==> config.mk <==
export PLATFORM = sky130hd
export DESIGN_NAME = iq_to_polar
export DESIGN_NICKNAME = d
export VERILOG_FILES = /design/src/rtl/iq_to_polar_pkg.sv /design/src/rtl/iq_to_polar_fold.sv /design/src/rtl/iq_to_polar_stage.sv /design/src/rtl/iq_to_polar_gain.sv /design/src/rtl/iq_to_polar.sv
export SDC_FILE = /design/constraint.sdc
export NUM_CORES = 2
export LEC_CHECK = 0
export ABC_AREA = 1
export CAP_MARGIN = 15
export CORE_AREA = 2 2 360 362
export CTS_BUF_LIST = sky130_fd_sc_hd__clkbuf_8
export DETAILED_ROUTE_END_ITERATION = 10
export DIE_AREA = 0 0 362 364
export DONT_BUFFER_PORTS = 1
export PLACE_DENSITY_LB_ADDON = 0.12
export SETUP_SLACK_MARGIN = 0.2
export SLEW_MARGIN = 20
export SYNTH_ARGS = -nofsm -noshare
export SYNTH_HDL_FRONTEND = slang
export SYNTH_SLANG_ARGS = --single-unit
==> constraint.sdc <==
create_clock -name clk -period 7.95 [get_ports clk]
set_input_delay 1.59 -clock clk [delete_from_list [all_inputs] [get_ports clk]]
set_output_delay 1.59 -clock clk [all_outputs]
set_load 0.02 [all_outputs]
==> src/rtl/iq_to_polar_pkg.sv <==
package iq_to_polar_pkg;

  localparam real PI_VAL = 3.14159265358979323846;

  // angle of micro-rotation k, in units of pi scaled by 2^(zw-1)
  function automatic int angle_code(input int k, input int zw);
    real a;
    a = $atan(2.0 ** (-k)) / PI_VAL * (2.0 ** (zw - 1));
    return $rtoi(a + 0.5);
  endfunction

  // reciprocal of the accumulated CORDIC gain, scaled by 2^kf
  function automatic int inv_gain_code(input int ns, input int kf);
    real g;
    g = 1.0;
    for (int k = 0; k < ns; k++) g = g * $sqrt(1.0 + 2.0 ** (-2 * k));
    return $rtoi((2.0 ** kf) / g + 0.5);
  endfunction

endpackage

==> src/rtl/iq_to_polar_fold.sv <==
module iq_to_polar_fold #(
  parameter int IW = 12,
  parameter int DW = 22,
  parameter int ZW = 18,
  parameter int G  = 6
) (
  input  logic                 clk,
  input  logic                 rst,
  input  logic                 in_valid,
  input  logic [IW-1:0]        in_i,
  input  logic [IW-1:0]        in_q,
  output logic                 out_valid,
  output logic signed [DW-1:0] x_o,
  output logic signed [DW-1:0] w_o,
  output logic signed [ZW-1:0] z_o
);
  localparam logic signed [ZW-1:0] HALF_TURN = ZW'(1) <<< (ZW - 2);

  logic signed [DW-1:0] xi, yi;
  assign xi = $signed({{(DW-IW){in_i[IW-1]}}, in_i}) <<< G;
  assign yi = $signed({{(DW-IW){in_q[IW-1]}}, in_q}) <<< G;

  always_ff @(posedge clk) begin
    if (rst) out_valid <= 1'b0;
    else     out_valid <= in_valid;
  end

  always_ff @(posedge clk) begin
    if (!in_i[IW-1]) begin
      x_o <= xi;
      w_o <= yi;
      z_o <= '0;
    end else if (!in_q[IW-1]) begin
      // second quadrant: turn by -90 degrees
      x_o <= yi;
      w_o <= -xi;
      z_o <= HALF_TURN;
    end else begin
      // third quadrant: turn by +90 degrees
      x_o <= -yi;
      w_o <= xi;
      z_o <= -HALF_TURN;
    end
  end
endmodule

==> src/rtl/iq_to_polar_stage.sv <==
module iq_to_polar_stage
  import iq_to_polar_pkg::*;
#(
  parameter int DW = 22,
  parameter int ZW = 18,
  parameter int K  = 0
) (
  input  logic                 clk,
  input  logic                 rst,
  input  logic                 in_valid,
  input  logic signed [DW-1:0] x_i,
  input  logic signed [DW-1:0] w_i,
  input  logic signed [ZW-1:0] z_i,
  output logic                 out_valid,
  output logic signed [DW-1:0] x_o,
  output logic signed [DW-1:0] w_o,
  output logic signed [ZW-1:0] z_o
);
  localparam logic signed [ZW-1:0] STEP = ZW'(angle_code(K, ZW));
  localparam int SH = 2 * K;

  logic signed [DW-1:0] w_shift;
  logic                 pos;

  // w holds y scaled by 2^K, so the x update shifts by 2K
  generate
    if (SH >= DW) begin : g_wide
      assign w_shift = {DW{w_i[DW-1]}};
    end else begin : g_shift
      assign w_shift = w_i >>> SH;
    end
  endgenerate

  assign pos = ~w_i[DW-1];

  always_ff @(posedge clk) begin
    if (rst) out_valid <= 1'b0;
    else     out_valid <= in_valid;
  end

  always_ff @(posedge clk) begin
    if (pos) begin
      x_o <= x_i + w_shift;
      w_o <= (w_i - x_i) <<< 1;
      z_o <= z_i + STEP;
    end else begin
      x_o <= x_i - w_shift;
      w_o <= (w_i + x_i) <<< 1;
      z_o <= z_i - STEP;
    end
  end
endmodule

==> src/rtl/iq_to_polar_gain.sv <==
module iq_to_polar_gain
  import iq_to_polar_pkg::*;
#(
  parameter int DW = 22,
  parameter int ZW = 18,
  parameter int PW = 16,
  parameter int EW = 14,
  parameter int NS = 14,
  parameter int KF = 16,
  parameter int G  = 6,
  parameter int EF = 2
) (
  input  logic                 clk,
  input  logic                 rst,
  input  logic                 in_valid,
  input  logic signed [DW-1:0] x_i,
  input  logic signed [ZW-1:0] z_i,
  output logic                 out_valid,
  output logic [EW-1:0]        env_o,
  output logic [PW-1:0]        phase_o
);
  localparam int PRW = DW + KF + 2;
  localparam int SH  = KF + G - EF;
  localparam logic signed [KF+1:0] KINV = (KF+2)'(inv_gain_code(NS, KF));
  localparam logic signed [PRW-1:0] RND = PRW'(1) <<< (SH - 1);
  localparam logic signed [PRW-1:0] EMAX = PRW'((1 << EW) - 1);

  logic signed [PRW-1:0] prod, scaled;

  assign prod   = PRW'(x_i) * PRW'(KINV);
  assign scaled = (prod + RND) >>> SH;

  always_ff @(posedge clk) begin
    if (rst) out_valid <= 1'b0;
    else     out_valid <= in_valid;
  end

  always_ff @(posedge clk) begin
    if (scaled < 0)         env_o <= '0;
    else if (scaled > EMAX) env_o <= '1;
    else                    env_o <= scaled[EW-1:0];
    phase_o <= z_i[ZW-1 -: PW];
  end
endmodule

==> src/rtl/iq_to_polar.sv <==
module iq_to_polar #(
  parameter int IW = 12,
  parameter int PW = 16,
  parameter int EW = 14,
  parameter int NS = 14,
  parameter int G  = 6,
  parameter int ZG = 2,
  parameter int KF = 16,
  parameter int EF = 2
) (
  input  logic          clk,
  input  logic          rst,
  input  logic          in_valid,
  input  logic [IW-1:0] in_i,
  input  logic [IW-1:0] in_q,
  output logic          out_valid,
  output logic [EW-1:0] out_env,
  output logic [PW-1:0] out_phase
);
  localparam int DW = IW + G + 4;
  localparam int ZW = PW + ZG;

  logic                 vs [NS+1];
  logic signed [DW-1:0] xs [NS+1];
  logic signed [DW-1:0] ws [NS+1];
  logic signed [ZW-1:0] zs [NS+1];

  iq_to_polar_fold #(.IW(IW), .DW(DW), .ZW(ZW), .G(G)) u_fold (
    .clk(clk), .rst(rst), .in_valid(in_valid), .in_i(in_i), .in_q(in_q),
    .out_valid(vs[0]), .x_o(xs[0]), .w_o(ws[0]), .z_o(zs[0])
  );

  generate
    for (genvar k = 0; k < NS; k++) begin : g_iter
      iq_to_polar_stage #(.DW(DW), .ZW(ZW), .K(k)) u_stage (
        .clk(clk), .rst(rst), .in_valid(vs[k]),
        .x_i(xs[k]), .w_i(ws[k]), .z_i(zs[k]),
        .out_valid(vs[k+1]), .x_o(xs[k+1]), .w_o(ws[k+1]), .z_o(zs[k+1])
      );
    end
  endgenerate

  iq_to_polar_gain #(.DW(DW), .ZW(ZW), .PW(PW), .EW(EW), .NS(NS),
                     .KF(KF), .G(G), .EF(EF)) u_gain (
    .clk(clk), .rst(rst), .in_valid(vs[NS]), .x_i(xs[NS]), .z_i(zs[NS]),
    .out_valid(out_valid), .env_o(out_env), .phase_o(out_phase)
  );
endmodule

==> parameters.txt <==
Parameter                              Value

Critical path
  Cell depth of the worst flop-to-flop path    23
  Critical Path Most Common Cell    fa_1
  Worst Setup End Kind    flop
  WP data arrival    6.72 ns
  Slowest cell on the critical path    fa_1
  Type of origin of the critical path    flop
  Worst Setup Path Type    flop to flop
  Required arrival time at the worst endpoint    8.72 ns
  Maximum single-stage delay on the critical path    0.55 ns
  Crit Path Max Fanout    23
  First element of the critical path    g_iter[13].u_stage.x_o[21]$_DFF_P_
  Sequence of cells on the critical path    buf_4, ha_1, inv_1, fa_1, fa_1, fa_1, fa_1, inv_1, fa_1, inv_1, ha_1, nand2_1, nor2_2, nand2_2, nor2_2, and3_1, nor2_2, nand2_2, nand2_1, inv_2, nand4_1, nand2_1, inv_1
  Launch point of the worst reg-to-reg path    g_iter[13].u_stage.x_o[21]$_DFF_P_

Min path
  Startpoint of the most critical hold path    g_iter[13].u_stage.z_o[8]$_DFF_P_
  Hold/Removal Path Class    flop to flop
  Hold Path Depth    0

Detailed routing
  Final WL    165,000 um
  Average routed wire per standard cell    16.5 um
  Post-DRT Antenna Nets    0
  Number of vias per cell after detailed routing    5.31
  Routed vias    53,200
  Final routed DRC violation total    0
  First DRT Iteration DRCs    3,605
  Initial DRT Pass Iterations    8

Die
  Standard-cell row count    132
  Die Y-Extent    364 um
  Die area    132,000 um^2
  Ports    58
  Core area    128,000 um^2
  Starting density of the core    0.496
  Die W    362 um

Logic synthesis
  Proportion of register bits with asynchronous set or reset after synthesis    0
  Cell count after synthesis    8,129
  Number of warnings reported in the yosys synthesis log    0
  Post-synthesis instance area    63,600 um^2
  Netlist cell types    60
  Ys flop type    dfxtp_1
  Syn_area_per_cell    7.83 um^2
  Synth Register Bits    807
  Number of flops mapped to enable cells by yosys    0
  Sequential cell area fraction in the yosys report    0.254

Cells and area
  Share of layout cells above drive strength 1    0.0367
  Fraction of the core area covered by cells at the end of the flow    0.536
  Final-layout fill cell count    12,400
  Final non-filler cell area    68,800 um^2
  Net count reported at finish    9,336
  Area growth from synthesis to layout    8.10%

Clock tree
  Sink count of the clock tree    807
  Post-CTS setup buffer count    0
  Latest clock arrival within the worst-skew pair    0.90 ns
  Level count of the clock H-tree    4
  Number of gates resized after CTS    0
  Clock transition at the register clock pins on the worst setup and hold paths after CTS    0.06 ns
  Cts-stage hold buffer count    0
  TritonCTS clock tree    built
  Cts bufs inserted    147
  Clk root buf    clkbuf_8
  Clock Tree Buf Depth    3

GRT
  Via count of the first global-routing pass    51,400
  GRT Util Overall    0.250
  Initial antenna violation count    1
  Overflow after GRT    0
  First-pass GRT wire length    268,000 um
  Pin count of the biggest net entering global routing    39

STA
  Post-route clock period utilization    0.748
  Final hold slack    0.325 ns
  Clock skew    0.0295 ns
  Peak Freq    168 MHz
  Worst Max-Slew Pin Slew    1.01 ns
  Final hold violation count    0
  Minimum clock period    5.94 ns
  Final TNS setup    0 ns
  Max-slew headroom    0.325
  Pins Over Slew Limit    0
  RSZ-0062 raised after global routing    no
  Number of setup violations in the final report    0

Placement
  Count of input and output buffers    0
  Post-detailed-placement half-perimeter wirelength    136,000 um
  Final GP Congestion    0.946
  Cell area after placement    65,600 um^2

Run status
  Run status    finished, final reports clean

Flow run
  Number of max-capacitance violations reported    0
[cells in the mapped netlist (all sizes together), types with 4 or more instances]
master | count | share of area
o31ai | 50 | 0.0059
and2 | 4 | 0.00039
a21o | 71 | 0.0084
a31oi | 46 | 0.0045
or2 | 14 | 0.0014
o22ai | 5 | 0.00049
dfxtp | 807 | 0.25
o21ai | 444 | 0.035
nor3 | 153 | 0.013
o211a | 4 | 0.00063
xnor2 | 287 | 0.039
nor3b | 8 | 0.0010
o21bai | 52 | 0.0063
and3 | 4 | 0.00039
buf | 22 | 0.0019
nand3b | 17 | 0.0020
nand3 | 247 | 0.019
o21a | 19 | 0.0022
fa | 190 | 0.060
nor2 | 565 | 0.034
o2111ai | 12 | 0.0017
nor4 | 49 | 0.0050
a21boi | 43 | 0.0051
clkbuf | 50 | 0.0029
a21oi | 762 | 0.060
nand4 | 108 | 0.011
xor2 | 703 | 0.097
a221oi | 14 | 0.0019
nand2 | 1370 | 0.081
o211ai | 22 | 0.0026
ha | 891 | 0.18
inv | 1063 | 0.063
a211oi | 10 | 0.0012
o221ai | 11 | 0.0015
[path summary, 6_finish.rpt]
path	to	slack [ns]
worst max-delay path	u_gain.env_o[12]$_SDFF_PN0_	2.01
worst min-delay path	u_gain.phase_o[6]$_DFF_P_	0.33
worst max register to register	u_gain.env_o[12]$_SDFF_PN0_	2.01
worst min register to register	u_gain.phase_o[6]$_DFF_P_	0.33
[critical path: cells and delay by family, from the launching register on]
kind | cells | cell delay [ns]
adders and majority gates | 7 | 3.21
and+or+nand+nor | 10 | 1.45
DFF | 1 | 0.33
buffers and inverters | 6 | 0.81
[metal layers]
| layer | GRT usage | part of all wire |
|---|---|---|
| met5 | 0 | 0 |
| met4 | 0.0769 | 0.027 |
| met3 | 0.0354 | 0.044 |
| met2 | 0.407 | 0.45 |
| met1 | 0.342 | 0.48 |
[sequential cells by signal, summed over array words and instances, names as in the netlist]
signal and flops:
g_iter.u_stage.w_o 231, u_fold.out_valid 1, u_gain.env_o 14, u_fold.z_o 2, g_iter.u_stage.out_valid 14, u_fold.w_o 14, u_gain.out_valid 1, g_iter.u_stage.x_o 292
g_iter.u_stage.z_o 206, u_gain.phase_o 16, u_fold.x_o 16
[through the flow]
stage / worst slack (ns) / std cells
after floorplan: 2.56 / 8132
after global placement: 2.11 / 9754
after detailed placement: 2.07 / 9754
after CTS: 2.04 / 10000
after global routing: 1.69 / 10000
final: 2.01 / 10000
[placed cells by master (no fill, tap or decap), types with 182 or more instances in the layout]
master,count
a21oi_1,762
o21ai_0,389
nand3_1,247
ha_1,891
fa_1,190
xor2_1,702
inv_1,1096
xnor2_1,287
clkbuf_8,182
dfxtp_1,806
nor2_1,554
nand2_1,1365
[cell families (layout without fill, tap and decap cells)]
| kind of cell | Yosys count | count (layout) | synth area share |
|---|---|---|---|
| compound gates | 1572 | 1572 | 0.139 |
| xor+xnor | 990 | 990 | 0.136 |
| fa+ha+maj | 1081 | 1081 | 0.235 |
| buf+inv | 1137 | 1347 | 0.0677 |
| flops | 807 | 807 | 0.254 |
| mux | 1 | 1 | 0.000157 |
| other cells | 1 | 6 | 0.0000589 |
| simple gates | 2540 | 2540 | 0.168 |
[layout make-up]
class	count	area (um^2)	area share
flip-flops and latches	807	16200	0.235
multi-input cells	6188	43200	0.628
repair buffers	19	143	0.00207
clock inverters	81	692	0.0101
diodes	2	5.00	0.0000727
inverters	1065	4000	0.0581
well taps	1675	2100	0.0305
clock buffers	182	2500	0.0364
Power is not shown: default switching activity piles up to over one toggle a cycle in this logic, so the estimate is an artifact.
